[src/rtl/irq_poll_pkg.sv]
package irq_poll_pkg;
  typedef enum logic {LVL_LO = 1'b0, LVL_HI = 1'b1} lvl_e;
  localparam int unsigned NUM_LVL = 2;
endpackage

[src/rtl/irq_penc.sv]
module irq_penc #(
  parameter int unsigned N     = 5,
  parameter int unsigned IDX_W = (N > 1) ? $clog2(N) : 1
) (
  input  logic [N-1:0]     vec_i,
  output logic             any_o,
  output logic [IDX_W-1:0] idx_o
);
  assign any_o = |vec_i;

  // lowest set index wins
  always_comb begin
    idx_o = '0;
    for (int i = N - 1; i >= 0; i--) begin
      if (vec_i[i]) idx_o = IDX_W'(i);
    end
  end
endmodule

[src/rtl/irq_arb.sv]
module irq_arb
  import irq_poll_pkg::*;
#(
  parameter int unsigned N     = 5,
  parameter int unsigned IDX_W = (N > 1) ? $clog2(N) : 1
) (
  input  logic [N-1:0]                    cand_i,
  input  logic [N-1:0]                    prio_i,
  output logic [NUM_LVL-1:0]              any_o,
  output logic [NUM_LVL-1:0][IDX_W-1:0]   idx_o
);
  for (genvar g = 0; g < NUM_LVL; g++) begin : g_lvl
    logic [N-1:0] lvl_cand;
    if (g == int'(LVL_HI)) begin : g_hi
      assign lvl_cand = cand_i & prio_i;
    end else begin : g_lo
      assign lvl_cand = cand_i & ~prio_i;
    end
    irq_penc #(.N(N), .IDX_W(IDX_W)) penc_i (
      .vec_i (lvl_cand),
      .any_o (any_o[g]),
      .idx_o (idx_o[g])
    );
  end
endmodule

[src/rtl/irq_inserv.sv]
module irq_inserv
  import irq_poll_pkg::*;
(
  input  logic               clk_i,
  input  logic               rst_ni,
  input  logic               set_i,
  input  lvl_e               set_lvl_i,
  input  logic               clr_i,
  output logic [NUM_LVL-1:0] act_o
);
  logic [NUM_LVL-1:0] act_q;

  always_ff @(posedge clk_i or negedge rst_ni) begin
    if (!rst_ni) begin
      act_q <= '0;
    end else begin
      if (clr_i) begin
        if (act_q[LVL_HI]) act_q[LVL_HI] <= 1'b0;
        else               act_q[LVL_LO] <= 1'b0;
      end
      if (set_i) act_q[set_lvl_i] <= 1'b1;
    end
  end

  assign act_o = act_q;


  lo_clr_only_reti_chk: assert property (@(posedge clk_i) disable iff (!rst_ni)
    $fell(act_q[LVL_LO]) |-> $past(clr_i));

  hi_clr_only_reti_chk: assert property (@(posedge clk_i) disable iff (!rst_ni)
    $fell(act_q[LVL_HI]) |-> $past(clr_i));

  hi_first_clr_chk: assert property (@(posedge clk_i) disable iff (!rst_ni)
    $fell(act_q[LVL_LO]) |-> !$past(act_q[LVL_HI]));
endmodule

[src/rtl/irq_poll_ctrl.sv]
module irq_poll_ctrl
  import irq_poll_pkg::*;
#(
  parameter int unsigned NSRC     = 5,
  parameter int unsigned VEC_W    = 16,
  parameter int unsigned VEC_BASE = 3,
  parameter int unsigned VEC_STEP = 8
) (
  input  logic               clk_i,
  input  logic               rst_ni,
  input  logic               mcyc_i,
  input  logic [NSRC-1:0]    req_i,
  input  logic [NSRC-1:0]    en_i,
  input  logic [NSRC-1:0]    prio_i,
  input  logic               glb_en_i,
  input  logic               last_cyc_i,
  input  logic               reti_i,
  input  logic               irq_wr_i,
  output logic               call_o,
  output logic [VEC_W-1:0]   vec_o,
  output logic [NSRC-1:0]    ack_o,
  output logic [1:0]         act_o
);
  localparam int unsigned IDX_W = (NSRC > 1) ? $clog2(NSRC) : 1;

  logic [NSRC-1:0]                   smp_q;
  logic [NSRC-1:0]                   cand;
  logic [NUM_LVL-1:0]                lvl_any;
  logic [NUM_LVL-1:0][IDX_W-1:0]     lvl_idx;
  logic [NUM_LVL-1:0]                act;
  logic                              call_q, call_cnt_q;
  logic [VEC_W-1:0]                  vec_q;
  logic [NSRC-1:0]                   ack_q;
  logic                              poll_ok, take_hi, take_lo, grant;
  lvl_e                              grant_lvl;
  logic [IDX_W-1:0]                  grant_idx;

  // capture once per machine cycle
  always_ff @(posedge clk_i or negedge rst_ni) begin
    if (!rst_ni)     smp_q <= '0;
    else if (mcyc_i) smp_q <= req_i;
  end

  assign cand = smp_q & en_i & {NSRC{glb_en_i}};

  irq_arb #(.N(NSRC), .IDX_W(IDX_W)) arb_i (
    .cand_i (cand),
    .prio_i (prio_i),
    .any_o  (lvl_any),
    .idx_o  (lvl_idx)
  );

  assign poll_ok   = mcyc_i && last_cyc_i && !reti_i && !irq_wr_i && !call_q;
  assign take_hi   = lvl_any[LVL_HI] && !act[LVL_HI];
  assign take_lo   = !lvl_any[LVL_HI] && lvl_any[LVL_LO] && (act == '0);
  assign grant     = poll_ok && (take_hi || take_lo);
  assign grant_lvl = take_hi ? LVL_HI : LVL_LO;
  assign grant_idx = lvl_idx[grant_lvl];

  irq_inserv inserv_i (
    .clk_i     (clk_i),
    .rst_ni    (rst_ni),
    .set_i     (grant),
    .set_lvl_i (grant_lvl),
    .clr_i     (mcyc_i && reti_i),
    .act_o     (act)
  );

  always_ff @(posedge clk_i or negedge rst_ni) begin
    if (!rst_ni) begin
      call_q     <= 1'b0;
      call_cnt_q <= 1'b0;
      vec_q      <= '0;
      ack_q      <= '0;
    end else begin
      ack_q <= '0;
      if (grant) begin
        call_q     <= 1'b1;
        call_cnt_q <= 1'b0;
        vec_q      <= VEC_W'(VEC_BASE) + VEC_W'(grant_idx) * VEC_W'(VEC_STEP);
        ack_q      <= NSRC'(1) << grant_idx;
      end else if (call_q && mcyc_i) begin
        // call spans two machine cycles
        if (call_cnt_q) call_q <= 1'b0;
        call_cnt_q <= ~call_cnt_q;
      end
    end
  end

  assign call_o = call_q;
  assign vec_o  = vec_q;
  assign ack_o  = ack_q;
  assign act_o  = act;


  ack_onehot_chk: assert property (@(posedge clk_i) disable iff (!rst_ni)
    $onehot0(ack_o));

  ack_with_call_chk: assert property (@(posedge clk_i) disable iff (!rst_ni)
    (|ack_o) |-> $rose(call_o));

  vec_align_chk: assert property (@(posedge clk_i) disable iff (!rst_ni)
    call_o |-> (vec_o % VEC_W'(VEC_STEP)) == VEC_W'(VEC_BASE % VEC_STEP));

  grant_last_chk: assert property (@(posedge clk_i) disable iff (!rst_ni)
    $rose(call_o) |-> $past(mcyc_i && last_cyc_i));

  grant_noblk_chk: assert property (@(posedge clk_i) disable iff (!rst_ni)
    $rose(call_o) |-> $past(!reti_i && !irq_wr_i));

  call_hold_chk: assert property (@(posedge clk_i) disable iff (!rst_ni)
    $rose(call_o) |=> call_o);

  hi_busy_chk: assert property (@(posedge clk_i) disable iff (!rst_ni)
    $past(act_o[1]) |-> !$rose(call_o));
endmodule

[config.mk]
export PLATFORM = sky130hd
export DESIGN_NAME = irq_poll_ctrl
export DESIGN_NICKNAME = d
export VERILOG_FILES = /design/src/rtl/irq_poll_pkg.sv /design/src/rtl/irq_penc.sv /design/src/rtl/irq_arb.sv /design/src/rtl/irq_inserv.sv /design/src/rtl/irq_poll_ctrl.sv
export SDC_FILE = /design/constraint.sdc
export NUM_CORES = 1
export LEC_CHECK = 0
export BUFFER_PORTS_ARGS = -buffer_cell sky130_fd_sc_hd__buf_2
export CAP_MARGIN = 5
export CORE_UTILIZATION = 50
export CTS_CLUSTER_DIAMETER = 120
export DETAILED_ROUTE_END_ITERATION = 6
export GPL_ROUTABILITY_DRIVEN = 0
export GPL_TIMING_DRIVEN = 1
export PLACE_DENSITY = 0.82
export SLEW_MARGIN = 20
export SYNTH_ARGS = -nofsm -noshare
export SYNTH_HDL_FRONTEND = slang
export SYNTH_SLANG_ARGS = --single-unit
export TNS_END_PERCENT = 1
[constraint.sdc]
create_clock -name clk_i -period 3.8 [get_ports clk_i]
set_input_delay 0.76 -clock clk_i [delete_from_list [all_inputs] [get_ports clk_i]]
set_output_delay 0.76 -clock clk_i [all_outputs]
set_load 0.005 [all_outputs]
# == After elaboration in Yosys (flattened, before gate mapping) ==
# Index checks and enable logic that the tools add are counted.
# classes
add_sub_neg,1
n_lt_le_gt_ge,2
shifts,1
muxes,24
bitwise,7
n_reduce_logical,23
# ops
operator,count
$mux W3,12
$and A5 B5 Y5,4
$logic_and A1 B1 Y1,11
$reduce_or A5 Y1,2
$mux W1,8
$add A2 B6 Y7 const A,1
$logic_not A1 Y1,5
$mux W5,1
$not A5 Y5,1
$shl A1 B3 Y5 const A,1
$mux W2,2
$reduce_bool A2 Y1,2
$logic_not A2 Y1,1
$lt A1 B2 Y1 const B,1
$or A2 B2 Y2,1
$reduce_and A2 Y1,1
$demux W1 S1,1
$ge A1 B1 Y1 const B,1
$logic_or A1 B1 Y1,1
$not A1 Y1,1
# word_totals
regBits,30
input_bits,22
out_inout_bits,24
elab_cells,64

# == Longest topological paths before layout ==
# logic_depth
depth_word,12
mapped_depth,6
mapped_depth_nobuf,5

# == By module ==
# From an unflattened synthesis, not the netlist that was laid out.
# unflattened
cells_unflattened,107
area_unflattened_um2,1078.5
# by_module_without_submodules
mod,n_inst,cells_per_inst,area_each_um2,seq_area_each_um2
irq_poll_ctrl,1,73,837.1,400.4
irq_penc,2,8,48.8,0.0
irq_inserv,1,8,81.3,50.0
irq_arb,1,10,62.6,0.0

# == Least setup slack after synthesis ==
# OpenSTA, ideal clock, no wires.
# synth_path
path_kind,input port to flip-flop
from,input port mcyc_i
to,"register vec_q[4], in the netlist vec_o[4]"
setup_time_ns,0.128
t_arrival_ns,1.915
required_time_ns,3.672
setup_slack_ns,1.757
cell_stages,6
path_buffers,1
path_cell_list,buf_2 -> nand4bb_4 -> nor3_4 -> o21ai_1 -> a31oi_2 -> mux2_1
# synth_via
elab_chain_cells,5
# synth_lines
item,line,text
"start, declared",irq_poll_ctrl.sv:11,"input logic mcyc_i,"
$logic_and A1 B1 Y1 (4 in series),irq_poll_ctrl.sv:53,assign poll_ok = mcyc_i && last_cyc_i && !reti_i && !irq_wr_i && !call_q;
$logic_and A1 B1 Y1,irq_poll_ctrl.sv:56,assign grant = poll_ok && (take_hi || take_lo);
"end signal, assigned",irq_poll_ctrl.sv:80,vec_q <= VEC_W'(VEC_BASE) + VEC_W'(grant_idx) * VEC_W'(VEC_STEP);
"end, declared",irq_poll_ctrl.sv:32,logic [VEC_W-1:0] vec_q;
# No other way between the ends.
# A chain may end at the register's enable or synchronous reset.

# == Worst setup path in the final report ==
# layout_path
from,input port glb_en_i
to,"register vec_q[4], in the netlist vec_o[4]"
# layout_via
elab_chain_cells,9
elab_cells_between_ends,23
cone_classes,add/sub: 1; mux: 11; bitwise: 3; reduce/logical: 8
# layout_lines
item,line,text
"start, declared",irq_poll_ctrl.sv:15,"input logic glb_en_i,"
$and A5 B5 Y5 (*),irq_poll_ctrl.sv:44,assign cand = smp_q & en_i & {NSRC{glb_en_i}};
"$and A5 B5 Y5, on equally long branches","irq_arb.sv:17, irq_arb.sv:15",
$mux W3 (4 in series),irq_penc.sv:15,if (vec_i[i]) idx_o = IDX_W'(i);
$mux W3 (not written as such) (2 in series),irq_poll_ctrl.sv:58,assign grant_idx = lvl_idx[grant_lvl];
$add A2 B6 Y7,irq_poll_ctrl.sv:80,
# Every way passes the cells marked *; elsewhere a longest branch is shown, timed or not. The select of a mux whose other input is x is not followed.

==> flow_summary.ini <==
[pwr]
irDropWorstVdd_mv = 0.2526
powerDensity_nw_per_um2 = 403.0
p_leak_uw = 0.0006158

[global_route]
grt_pass1_wl_um = 3008
grt_usage_pct = 19.09
overflow = 0
grt_pass1_vias = 712
grt_antenna_before_repair = 0
grt_max_degree = 19

[finish]
final_cell_mix = 34 x buf_2, 18 x dfrtp_1, 11 x conb_1
n_antenna_cell = 0
layout_commonest_cell = buf_2
post-route-util_pct = 61.81
layout-drive-gt1-share_pct = 41.09
fillers = 173
fin_nets = 152
syn2layout_area_growth_pct = 15.04

[critical_path]
end_kind = flop
critPathSlowestCell = mux2_1
rrSetupSlack_ns = 1.91
reg2reg_from = inserv_i.act_o[1]
cp_max_fo = 10
ff2ff_path_depth = 5
crit_chain = buf_2, nand4_1, nand4_1, o21ai_1, a31oi_2, mux2_1
required_ns = 3.99
crit_type = primary input to flop
startpoint = glb_en_i
r2r_end = vec_o[4]
critPathBufInv = 1
slowest_delay_ns = 0.37
cp.arrival_ns = 2.16
cpMostUsedCell = nand4_1
crit_family = compound AO/OA/AOI/OAI gates
cp-start-kind = primary input

[synth]
netlist-cell-type-count = 38
async_reset_ff_share_pct = 100.0
yosys_most_used_dff = dfrtp_1
syn_inst = 96
yosys_warnings = 0
synth_edf_count = 0
synth_seq_cells = 18
syn_area_um2 = 1065
syn_area_per_cell_um2 = 11.09
synth_seq_area_share_pct = 42.30

[route]
vias_per_cell = 5.468
drt_pass1_iterations = 4
num_vias = 853
drc = 0
wl_per_cell_um = 13.24
drtIter0Drc = 24
drt-total-wl_um = 2066
antenna_left = 0

[clock_network]
ctsHoldBuffers = 0
cts_sinks = 18
clk_pin_slew_ns = 0.10
clk_latency_ns = 0.30
htreeDepth = 1
cts_buffers = 3
cts_setup_buffers = 0
cts_tree = done
cts-resized-gates = 0
clockBufferDepth = 2
cts_root_buffer = clkbuf_4

[sta]
hold_viol = 0
finalWorstSetupSlack_ns = 1.828
holdWs_ns = 0.3652
finalMaxSlewViolations = 0
finalSetupTns_ns = 0
fmax_mhz = 507.1
setup_viol = 0
period_share_pct = 51.90
rsz0062_at_grt = no
fin_skew_ns = 0.004649
layout_min_cycle_time_ns = 1.972

[floorplanning]
die_area_um2 = 2318
num_io_pins = 46
coreArea_um2 = 1982
start_util_pct = 53.72
die_w_um = 48.15
core.rowCount = 16
die_h_um = 48.15

[place]
io_buffers = 34
pre_cts_slack_ns = 1.533
post-dp-hpwl_um = 1626

[worst_hold_path]
hp-class = primary input to asynchronous set/reset pin

[run]
drv_cap = 0

[run_status]
status = finished clean
-- cell usage after synthesis, drive strengths merged, types with 2 or more instances --
cell    instances  area (µm²)
nand2           9       33.78
nor3            2       21.27
a21oi           4       20.02
nand4           6       43.79
nor2            3       11.26
and4b           4       47.55
mux2            7       78.82
nand2b          2       12.51
nand3           3       15.01
o21ai           2       10.00
buf            15       117.6
o22ai           3       18.77
dfrtp          18       450.4
-- sequential cells by signal, indices dropped and copies added, names as in the netlist --
signal / flops
ack_o: 5
call_cnt_q: 1
call_o: 1
inserv_i.act_o: 2
smp_q: 5
vec_o: 4
-- metal layers --
layer	global-route usage, %	share of wire [%]	routed length [µm]	vias to the layer above
li1	-	-	-	398
met3	3.333	5.3	110	5
met5	0	0	0	-
met1	23.31	38	791	418
met2	32.00	54	1113	32
met4	10.00	2.5	51	0
-- kinds of logic (layout without fill, tap and decap cells) --
group	Yosys count	after routing	share of synthesized area, %
buffers and inverters	16	39	11.40
AOI/OAI and AO/OA	15	15	10.46
xor gates and xnor gates	1	1	0.8227
DFF	18	18	42.30
other	1	11	0.3522
and+or+nand+nor	37	37	26.32
muxes	8	8	8.343
-- metrics by stage --
step | power, µW | area (µm²) | cells
floorplan | 339.4 | 1102 | 106
global placement | 375.2 | 1189 | 152
detailed placement | 378.4 | 1189 | 152
CTS | 499.4 | 1225 | 156
global route | 530.8 | 1225 | 156
finish | 493.6 | 1225 | 156
-- power by group --
| group | switching, µW | internal [µW] | total, µW |
|---|---|---|---|
| registers | 26.1 | 225 | 251 |
| clock network | 60.5 | 58.5 | 119 |
| logic | 60.8 | 63.0 | 124 |
-- layout make-up --
class                           count  area (µm²)  share of cell area, %
Clock buffer                        4       36.28                  2.962
Inverter                            1       3.754                 0.3064
Multi-Input combinational cell     72       530.5                  43.31
Sequential cell                    18       450.4                  36.77
Tap cell                           27       33.78                  2.758
Timing Repair Buffer               34       170.2                  13.89
-- how the worst max path moves through the flow --
| stage | cells past startpoint | slack [ns] | to |
|---|---|---|---|
| 6_report | 6 | 1.83 | vec_o[4] |
| 5_1_grt | 6 | 1.73 | vec_o[4] |
| 4_1_cts | 6 | 1.85 | vec_o[4] |
| 3_5_place_dp | 6 | 1.53 | vec_o[5] |
| 3_3_place_gp | 6 | 1.63 | vec_o[5] |
| 2_1_floorplan | 6 | 1.76 | vec_o[4] |
Note: power is estimated with default switching activity, not from simulation.
